$ cat src/rtl/sport_pkg.sv
package sport_pkg;
    // Mode field as {high bit, low bit} of the control register
    typedef enum logic [1:0] {
        MD_SHIFT = 2'b00,
        MD_U8    = 2'b01,
        MD_U9F   = 2'b10,
        MD_U9V   = 2'b11
    } mode_t;

    typedef enum logic [2:0] {
        FS_IDLE,
        FS_START,
        FS_DATA,
        FS_NINTH,
        FS_STOP
    } fstate_t;

    localparam logic [2:0] A_CTL = 3'd0;
    localparam logic [2:0] A_DAT = 3'd1;
    localparam logic [2:0] A_ADR = 3'd2;
    localparam logic [2:0] A_MSK = 3'd3;
    localparam logic [2:0] A_AUX = 3'd4;
endpackage

$ cat src/rtl/sport_tick.sv
module sport_tick
    import sport_pkg::*;
#(
    parameter int SLOW_DIV = 2
) (
    input  logic  clk,
    input  logic  rst_n,
    input  mode_t mode,
    input  logic  dbl,
    input  logic  tick_var,
    output logic  tick
);
    localparam int CW = (SLOW_DIV > 1) ? $clog2(SLOW_DIV) : 1;

    logic [CW-1:0] dcnt;
    logic          slow_tick;

    assign slow_tick = (dcnt == CW'(SLOW_DIV - 1));

    always_ff @(posedge clk or negedge rst_n) begin
        if (!rst_n)         dcnt <= '0;
        else if (slow_tick) dcnt <= '0;
        else                dcnt <= dcnt + 1'b1;
    end

    always_comb begin
        unique case (mode)
            MD_U9F:         tick = dbl ? 1'b1 : slow_tick;
            MD_U8, MD_U9V:  tick = tick_var;
            default:        tick = 1'b0;
        endcase
    end
endmodule

$ cat src/rtl/sport_tx.sv
module sport_tx
    import sport_pkg::*;
#(
    parameter int DW  = 8,
    parameter int OSR = 16
) (
    input  logic          clk,
    input  logic          rst_n,
    input  logic          tick,
    input  logic          start,
    input  logic [DW-1:0] data,
    input  logic          nine_en,
    input  logic          nine_bit,
    output logic          txd,
    output logic          busy,
    output logic          stop_enter
);
    localparam int CW = $clog2(OSR);
    localparam int BW = $clog2(DW);

    fstate_t       st, st_n;
    logic [CW-1:0] cnt;
    logic [BW-1:0] bidx;
    logic [DW-1:0] sh;
    logic          n9, nen;
    logic          bit_end, last;

    assign bit_end = tick && (cnt == CW'(OSR - 1));
    assign last    = (bidx == BW'(DW - 1));

    always_ff @(posedge clk or negedge rst_n) begin
        if (!rst_n) st <= FS_IDLE;
        else        st <= st_n;
    end

    always_comb begin
        st_n = st;
        unique case (st)
            FS_IDLE:  if (start)           st_n = FS_START;
            FS_START: if (bit_end)         st_n = FS_DATA;
            FS_DATA:  if (bit_end && last) st_n = nen ? FS_NINTH : FS_STOP;
            FS_NINTH: if (bit_end)         st_n = FS_STOP;
            FS_STOP:  if (bit_end)         st_n = FS_IDLE;
            default:                       st_n = FS_IDLE;
        endcase
    end

    always_ff @(posedge clk or negedge rst_n) begin
        if (!rst_n) begin
            cnt  <= '0;
            bidx <= '0;
            sh   <= '0;
            n9   <= 1'b0;
            nen  <= 1'b0;
        end else if (st == FS_IDLE) begin
            cnt  <= '0;
            bidx <= '0;
            if (start) begin
                sh  <= data;
                n9  <= nine_bit;
                nen <= nine_en;
            end
        end else if (tick) begin
            cnt <= bit_end ? '0 : cnt + 1'b1;
            if (bit_end && st == FS_DATA) bidx <= bidx + 1'b1;
        end
    end

    always_comb begin
        unique case (st)
            FS_START: txd = 1'b0;
            FS_DATA:  txd = sh[bidx];
            FS_NINTH: txd = n9;
            default:  txd = 1'b1;
        endcase
    end

    assign busy       = (st != FS_IDLE);
    assign stop_enter = bit_end && ((st == FS_DATA && last && !nen) || st == FS_NINTH);
endmodule

$ cat src/rtl/sport_rx.sv
module sport_rx
    import sport_pkg::*;
#(
    parameter int DW  = 8,
    parameter int OSR = 16
) (
    input  logic          clk,
    input  logic          rst_n,
    input  logic          tick,
    input  logic          en,
    input  logic          rxd,
    input  logic          nine_en,
    output logic          done,
    output logic [DW-1:0] data,
    output logic          bit9,
    output logic          stop_ok
);
    localparam int CW  = $clog2(OSR);
    localparam int BW  = $clog2(DW);
    localparam int MID = OSR / 2;

    fstate_t       st, st_n;
    logic          s1, s2, prv;
    logic [1:0]    v;
    logic [CW-1:0] cnt;
    logic [BW-1:0] bidx;
    logic          bit_end, last, vote_pt, voted, fall;

    assign bit_end = tick && (cnt == CW'(OSR - 1));
    assign vote_pt = tick && (cnt == CW'(MID + 1));
    assign last    = (bidx == BW'(DW - 1));
    assign fall    = prv && !s2;
    assign voted   = (v[1] & v[0]) | (v[1] & s2) | (v[0] & s2);

    always_ff @(posedge clk or negedge rst_n) begin
        if (!rst_n) st <= FS_IDLE;
        else        st <= st_n;
    end

    always_comb begin
        st_n = st;
        if (!en) st_n = FS_IDLE;
        else begin
            unique case (st)
                FS_IDLE:  if (fall) st_n = FS_START;
                FS_START: begin
                    if (vote_pt && voted) st_n = FS_IDLE;
                    else if (bit_end)     st_n = FS_DATA;
                end
                FS_DATA:  if (bit_end && last) st_n = nine_en ? FS_NINTH : FS_STOP;
                FS_NINTH: if (bit_end)         st_n = FS_STOP;
                FS_STOP:  if (vote_pt)         st_n = FS_IDLE;
                default:                       st_n = FS_IDLE;
            endcase
        end
    end

    always_ff @(posedge clk or negedge rst_n) begin
        if (!rst_n) begin
            s1 <= 1'b1; s2 <= 1'b1; prv <= 1'b1;
            v <= '0; cnt <= '0; bidx <= '0;
            done <= 1'b0; data <= '0; bit9 <= 1'b0; stop_ok <= 1'b0;
        end else begin
            s1   <= rxd;
            s2   <= s1;
            prv  <= s2;
            done <= 1'b0;
            if (st == FS_IDLE) begin
                cnt  <= '0;
                bidx <= '0;
            end else if (tick) begin
                cnt <= bit_end ? '0 : cnt + 1'b1;
                if (bit_end && st == FS_DATA) bidx <= bidx + 1'b1;
                if (cnt == CW'(MID - 1) || cnt == CW'(MID)) v <= {v[0], s2};
                if (vote_pt) begin
                    if (st == FS_DATA)  data <= {voted, data[DW-1:1]};
                    if (st == FS_NINTH) bit9 <= voted;
                    if (st == FS_STOP) begin
                        done    <= en;
                        stop_ok <= voted;
                        if (!nine_en) bit9 <= voted;
                    end
                end
            end
        end
    end
endmodule

$ cat src/rtl/sport_top.sv
module sport_top
    import sport_pkg::*;
#(
    parameter int DW       = 8,
    parameter int OSR      = 16,
    parameter int SLOW_DIV = 2
) (
    input  logic          clk,
    input  logic          rst_n,
    input  logic          wr_en,
    input  logic [2:0]    wr_addr,
    input  logic [DW-1:0] wr_data,
    input  logic [2:0]    rd_addr,
    output logic [DW-1:0] rd_data,
    input  logic          baud_tick_i,
    input  logic          rxd_i,
    output logic          txd_o,
    output logic          tx_flag_o,
    output logic          rx_flag_o
);
    logic          sm0_q, sm1_q, aen_q, ren_q, tx9_q, rx9_q, tif_q, rif_q;
    logic          fe_q, fe_sel, dbl_q;
    logic [DW-1:0] rbuf_q, adr_q, msk_q;
    mode_t         mode;
    logic          tick, ctl_wr, tx_go, tx_busy, tx_stop, rx_on;
    logic          rx_done, rx_bit9, rx_stop_ok, hit, accept;
    logic [DW-1:0] rx_data;

    assign mode   = mode_t'({sm0_q, sm1_q});
    assign ctl_wr = wr_en && (wr_addr == A_CTL);
    assign tx_go  = wr_en && (wr_addr == A_DAT) && !tx_busy && (mode != MD_SHIFT);
    assign rx_on  = ren_q && (mode != MD_SHIFT);

    sport_tick #(.SLOW_DIV(SLOW_DIV)) u_tick (
        .clk(clk), .rst_n(rst_n), .mode(mode), .dbl(dbl_q),
        .tick_var(baud_tick_i), .tick(tick)
    );

    sport_tx #(.DW(DW), .OSR(OSR)) u_tx (
        .clk(clk), .rst_n(rst_n), .tick(tick), .start(tx_go), .data(wr_data),
        .nine_en(mode[1]), .nine_bit(tx9_q), .txd(txd_o), .busy(tx_busy),
        .stop_enter(tx_stop)
    );

    sport_rx #(.DW(DW), .OSR(OSR)) u_rx (
        .clk(clk), .rst_n(rst_n), .tick(tick), .en(rx_on), .rxd(rxd_i),
        .nine_en(mode[1]), .done(rx_done), .data(rx_data), .bit9(rx_bit9),
        .stop_ok(rx_stop_ok)
    );

    // Node match: masked compare, or the all-nodes pattern address|mask
    assign hit = (((rx_data ^ adr_q) & msk_q) == '0) || (rx_data == (adr_q | msk_q));

    always_comb begin
        unique case (mode)
            MD_U8:          accept = !aen_q || (rx_stop_ok && hit);
            MD_U9F, MD_U9V: accept = !aen_q || (rx_bit9 && hit);
            default:        accept = 1'b0;
        endcase
    end

    always_ff @(posedge clk or negedge rst_n) begin
        if (!rst_n) begin
            {sm0_q, sm1_q, aen_q, ren_q, tx9_q, rx9_q, tif_q, rif_q} <= '0;
            fe_q <= 1'b0; fe_sel <= 1'b0; dbl_q <= 1'b0;
            rbuf_q <= '0; adr_q <= '0; msk_q <= '0;
        end else begin
            if (wr_en) begin
                unique case (wr_addr)
                    A_CTL: begin
                        if (fe_sel) fe_q  <= wr_data[7];
                        else        sm0_q <= wr_data[7];
                        {sm1_q, aen_q, ren_q, tx9_q, rx9_q, tif_q, rif_q} <= wr_data[6:0];
                    end
                    A_ADR:   adr_q <= wr_data;
                    A_MSK:   msk_q <= wr_data;
                    A_AUX:   {dbl_q, fe_sel} <= wr_data[1:0];
                    default: ;
                endcase
            end
            // Hardware events win over a same-cycle software write
            if (tx_stop) tif_q <= 1'b1;
            if (rx_done) begin
                if (!rx_stop_ok) fe_q <= 1'b1;
                if (accept) begin
                    rif_q  <= 1'b1;
                    rbuf_q <= rx_data;
                    rx9_q  <= rx_bit9;
                end
            end
        end
    end

    always_comb begin
        unique case (rd_addr)
            A_CTL:   rd_data = DW'({fe_sel ? fe_q : sm0_q, sm1_q, aen_q, ren_q,
                                    tx9_q, rx9_q, tif_q, rif_q});
            A_DAT:   rd_data = rbuf_q;
            A_ADR:   rd_data = adr_q;
            A_MSK:   rd_data = msk_q;
            A_AUX:   rd_data = DW'({dbl_q, fe_sel});
            default: rd_data = '0;
        endcase
    end

    assign tx_flag_o = tif_q;
    assign rx_flag_o = rif_q;
endmodule

$ cat config.mk
export PLATFORM = sky130hd
export DESIGN_NAME = sport_top
export DESIGN_NICKNAME = d
export VERILOG_FILES = /design/src/rtl/sport_pkg.sv /design/src/rtl/sport_tick.sv /design/src/rtl/sport_tx.sv /design/src/rtl/sport_rx.sv /design/src/rtl/sport_top.sv
export SDC_FILE = /design/constraint.sdc
export NUM_CORES = 1
export LEC_CHECK = 0
export ABC_AREA = 1
export CAP_MARGIN = 20
export CORE_MARGIN = 2
export CORE_UTILIZATION = 40
export CTS_CLUSTER_SIZE = 16
export DETAILED_ROUTE_END_ITERATION = 10
export GPL_TIMING_DRIVEN = 0
export PLACE_DENSITY = 0.55
export SLEW_MARGIN = 20
export SYNTH_ARGS = -nofsm -noshare
export SYNTH_HDL_FRONTEND = slang
export SYNTH_SLANG_ARGS = --single-unit
$ cat constraint.sdc
create_clock -name clk -period 1.75 [get_ports clk]
set_input_delay 0.35 -clock clk [delete_from_list [all_inputs] [get_ports clk]]
set_output_delay 0.35 -clock clk [all_outputs]
set_load 0.05 [all_outputs]
# Word-level counts from Yosys, hierarchy flattened
# Index checks and enable logic that the tools add are counted.
classes:
  n_reduce_logical: 58
  order_cmp: 1
  eq_ne: 37
  add_sub_neg: 5
  bitwise: 10
  n_mux: 60
op_table:
  columns: ["op", "n"]
  rows:
  - ["$mux W3", 20]
  - ["$pmux W8 S5", 1]
  - ["$pmux W3 S5", 2]
  - ["$mux W1", 27]
  - ["$eq A3 B2 Y1 const B", 8]
  - ["$mux W4", 6]
  - ["$eq A3 B3 Y1 const B", 6]
  - ["$logic_and A1 B1 Y1", 18]
  - ["$reduce_and A2 Y1", 9]
  - ["$eq A4 B4 Y1 const B", 4]
  - ["$reduce_bool A2 Y1", 7]
  - ["$eq A3 B1 Y1 const B", 4]
  - ["$logic_not A3 Y1", 4]
  - ["$ne A3 B3 Y1 const B", 4]
  - ["$reduce_and A5 Y1", 2]
  - ["$reduce_and A3 Y1", 3]
  - ["$add A4 B1 Y4 const B", 2]
  - ["$and A8 B8 Y8", 1]
  - ["$eq A8 B8 Y1", 1]
  - ["$logic_not A8 Y1", 1]
  - ["$ne A2 B1 Y1 const B", 4]
  - ["$or A8 B8 Y8", 1]
  - ["$reduce_and A4 Y1", 2]
  - ["$xor A8 B8 Y8", 1]
  - ["other kinds (18)", 33]
word_totals:
  output_inout_bits: 11
  ff_bits: 82

# Logic depth before layout (Yosys ltp)
logic_depth:
  depth_word: 9
  ltp_mapped: 13
  ltp_nobuf: 13

# By module
# A second synthesis with hierarchy kept.
unflattened:
  cells_unflattened: 599
  area_unflattened_um2: 4525.6
modules_own_cells:
  columns: ["module", "area_per_inst_um2", "seq_area_each_um2", "cells_per_inst", "n_inst"]
  rows:
  - ["sport_top", 2000.7, 875.8, 282, 1]
  - ["sport_rx", 1298.7, 654.4, 158, 1]
  - ["sport_tx", 1168.6, 500.5, 150, 1]
  - ["sport_tick", 57.6, 25.0, 9, 1]

# Worst setup path after synthesis
# OpenSTA, ideal clock, no wires.
synth_path:
  path_kind: "input-to-output"
  from: "input rd_addr[1]"
  to: "output rd_data[1]"
  required_time_ns: 1.400
  arrival_time_ns: 1.462
  slack_ns: -0.062
  cell_stages: 6
  cell_sequence: "inv_1 nor3_1 nand2_1 o21ai_0 inv_1 nand4_1"
synth_via:
  elab_chain_cells: 2
synth_lines:
  columns: ["item", "line", "source"]
  rows:
  - ["start: declaration", "sport_top.sv:13", "input logic [2:0] rd_addr,"]
  - ["$eq A3 B3 Y1, or another cell as far along", "sport_top.sv:95", "unique case (rd_addr)"]
  - ["$pmux W8 S5 (*)", "sport_top.sv:95", null]
  - ["end: declaration", "sport_top.sv:14", "output logic [DW-1:0] rd_data,"]
# Mark *: on every way between the ends. The rest lies on a longest branch, timed or not.

# Final worst setup path
layout_path:
  from: "register u_tx.bidx[0]"
  to: "output txd_o"
layout_via:
  elab_chain_cells: 3
layout_lines:
  columns: ["item", "line", "source"]
  rows:
  - ["start: declaration", "sport_tx.sv:23", "logic [BW-1:0] bidx;"]
  - ["start signal: assignment", "sport_tx.sv:65", "if (bit_end && st == FS_DATA) bidx <= bidx + 1'b1;"]
  - ["$bmux W1 S3", "sport_tx.sv:72", "FS_DATA: txd = sh[bidx];"]
  - ["$mux W1 (implied by the code)", "sport_tx.sv:72", null]
  - ["$pmux W1 S3", "sport_tx.sv:70", "unique case (st)"]
  - ["end: declaration", "sport_top.sv:17", "output logic txd_o,"]
# Every way passes these cells. The select of a mux whose other input is x is not followed.

==> metrics <==
Net count, final=639; post-synthesis simple-gate area fraction=between 20 and 30%; leakage dissipation=2.56 nW; pwr dens=approximately 1200 nW/µm²; maximum root-to-sink buffer count=2; Critical Path RT=around 1.4 ns; Rel. slew slack=roughly 59%; Critical Path Start Type=flip-flop; ANT nets after route=0; failing checks=negative setup slack; yosys warns=0; Clock transition at path regs=roughly 0.08 ns; Place WS=-1.38 ns; Seq cells post-synth=between 80 and 90; Iteration-0 DRC Markers=approximately 190; utilization after layout=about half; pin count of the biggest net entering global routing=47; via count=3829; Worst-Margin Slew=around 0.6 ns; die area=about 12000 µm²; area of the multi-input gates=approximately 2100 µm²; syn_nets=572; Final Worst Setup Slack=-0.0897 ns; RSZ-0062 raised after global routing=true; placed cell area=~4800 µm²; # IOs=30; post-route design area=5340 µm²; antenna cell count=0; Remaining Overflow, GRT=0; drt pass-1 iters=4; root buffer cell=clkbuf_8; Crit. End Element=output pin; gr usage total=between 20% and 30%; Pins Over Slew Limit=0; Syn-to-layout area delta=25.0%; drt wl/cell=between 15 and 20 µm; period utilisation layout=105%; mux contribution to synthesized area=less than 1%; cell count after synthesis=approximately 550; syn avg cell area=approximately 7.8 µm²; number of fill cells=1021; Final Hold Fails=0; vias in the first global route=~3600; Post-Synth XOR/XNOR Area=less than 1%; TNS Setup=-0.0897 ns; routability congestion estimate=between 0.8 and 0.9; Core ar.=slightly above 10000 µm²; Initial Utilization=between 40% and 50%; Hold Crit Class=reg -> reg; # DRC=0; Port Buf Inserts=29; status=finished, violations left; initial antenna violation count=0; Fin Clk Skew=between 0.01 and 0.015 ns; Fmax=approximately 540 MHz; worst-path fanout max=6; Setup-failing EPs final=1; Num CTS Buffers=9; Clock Latency Late Sink=approximately 0.36 ns; routed wire length=approximately 11000 µm; detail-routed via count per cell=approximately 5.1; # clock sinks=82; max cap viols=0; Final min period=1.84 ns; Min-Delay Path Depth=0; Die Span X=107 µm; Post-DP HPWL=approximately 8100 µm; H-tree Lvls=3; VDD IR-drop max=0.572 mV; global-route wire length before repair=around 18000 µm; largest family of logic cells by synthesized area=simple AND/OR/NAND/NOR gates; compound-gate portion of the synthesized area=a little under an eighth; layout cell share with drive strength beyond 1=18.3%; Arr. time, crit path=1.49 ns; sequential cell area=between 2000 and 2500 µm²; sequential area share after synthesis=approximately half; synth unique cells=37; Mapped Area=4270 µm²; CTS tree=built; Synth Area in Adders=under 10%; Die Height=107 µm; critical path type=reg -> out; R2R depth=7; Std-Cell Rows=37
==> worst paths after layout <==
kind / slack (ns) / from / endpoint
worst min register to register: 0.36 / u_rx.s1 / u_rx.s2
max in group asynchronous: 0.62 / rst_n / u_rx.cnt[0]
worst max register to register: 0.10 / u_rx.cnt[1] / u_rx.data[7]
min in group asynchronous: 0.50 / rst_n / msk_q[4]
worst min-delay path: 0.36 / u_rx.s1 / u_rx.s2
worst max-delay path: -0.09 / u_tx.bidx[0] / txd_o
==> synthesized netlist by cell type <==
master	instances	share of area (%)
o22ai_1	2	0.29
o211ai_1	1	0.18
nor2_2	3	0.44
nor2_1	34	3.0
mux2_1	1	0.26
o21ai_1	12	1.4
nand3_2	1	0.23
nand2_1	169	15
dfrtp_1	79	46
nor3_2	2	0.47
o41ai_1	1	0.21
mux2i_1	2	0.47
nand2_4	3	0.79
o221ai_1	2	0.41
inv_1	53	4.7
inv_2	5	0.44
ha_1	8	2.3
nand3b_1	1	0.18
buf_6	3	0.79
xor2_1	3	0.62
nor3_1	9	1.1
buf_2	1	0.12
or2_1	4	0.59
a22oi_1	3	0.53
nor2_4	1	0.26
dfstp_2	3	1.8
nor3_4	2	0.76
o21ai_2	3	0.62
buf_4	1	0.18
nand4_1	6	0.88
a31oi_1	2	0.29
and3_1	2	0.29
nand2_2	1	0.15
clkbuf_1	4	0.35
o21ai_0	59	6.9
a21oi_1	9	1.1
nand3_1	50	5.9
==> critical path, cell delays in order, from the launching register on <==
cell and delay [ns]:
dfrtp_2 0.45, mux2i_1 0.23, o221ai_1 0.13, nand3_1 0.10
nand3_2 0.07, buf_6 0.16
==> power by group <==
group / total [mW] / switching [mW] / internal, mW
sequential: 2.63 / 0.400 / 2.23
combinational: 2.04 / 1.24 / 0.809
clock: 1.50 / 0.700 / 0.803
==> area by class of cell <==
cell class | instances | share of cell area, %
Timing Repair Buffer | 56 | 9.79
Inverter | 58 | 4.22
Clock buffer | 11 | 2.46
Clock inverter | 5 | 1.48
Multi-Input combinational cell | 396 | 38.9
Buffer | 9 | 1.34
Sequential cell | 82 | 38.6
Tap cell | 136 | 3.19
==> cells in the final DEF (no fill, tap or decap), types with 6 or more instances in the layout <==
cell / instances
nand2_1: 166
dfrtp_1: 75
o21ai_0: 56
nand3_1: 47
inv_1: 46
nor2_1: 30
buf_4: 23
o21ai_1: 14
clkdlybuf4s50_1: 14
buf_6: 13
inv_2: 10
a21oi_1: 9
clkbuf_8: 9
ha_1: 7
nor3_4: 6
nand4_1: 6
clkbuf_1: 6
==> metal layers <==
metal | vias to the layer above | global-route usage [%] | wire length (µm)
li1 | 1920 | - | -
met1 | 1837 | 28.8 | 5210
met2 | 58 | 32.9 | 5440
met3 | 14 | 3.51 | 392
met4 | 0 | 8.52 | 267
met5 | - | 0 | 0
==> cell families (layout without fill, tap and decap cells) <==
kind of cell,after synthesis,in the layout
AO/OA/AOI/OAI,94,94
XOR/XNOR,3,3
adder cells (fa/ha/maj),8,8
buffers and inverters,67,139
flip-flops,82,82
multiplexers,3,3
AND/OR/NAND/NOR,288,288
==> through the flow <==
step	std cells	power [mW]	hold slack, ns
after CTS	739	5.99	0.362
after global routing	753	6.59	0.365
final	753	6.18	0.360
after detailed placement	711	4.40	0.350
after global placement	710	4.35	0.346
after floorplan	545	3.80	0.0544
==> registers in the layout, indices dropped and copies added, names as in the netlist, 2 cells and up <==
register and count:
msk_q 8, u_rx.data 8, u_rx.cnt 4, u_tx.sh 8
rbuf_q 8, u_rx.bidx 3, adr_q 8, u_rx.v 2
u_tx.st 3, u_rx.st 3, u_tx.cnt 4, u_tx.bidx 3
==> timing repair <==
action                     CTS  global route
hold buffers                 1             0
setup endpoints to repair   21            38
hold endpoints to repair    33             0
setup buffers               11            14
pin swaps                    7            11
gates cloned                 0             0
gates resized for setup     83            46
Power figures use the tool's default switching activity.
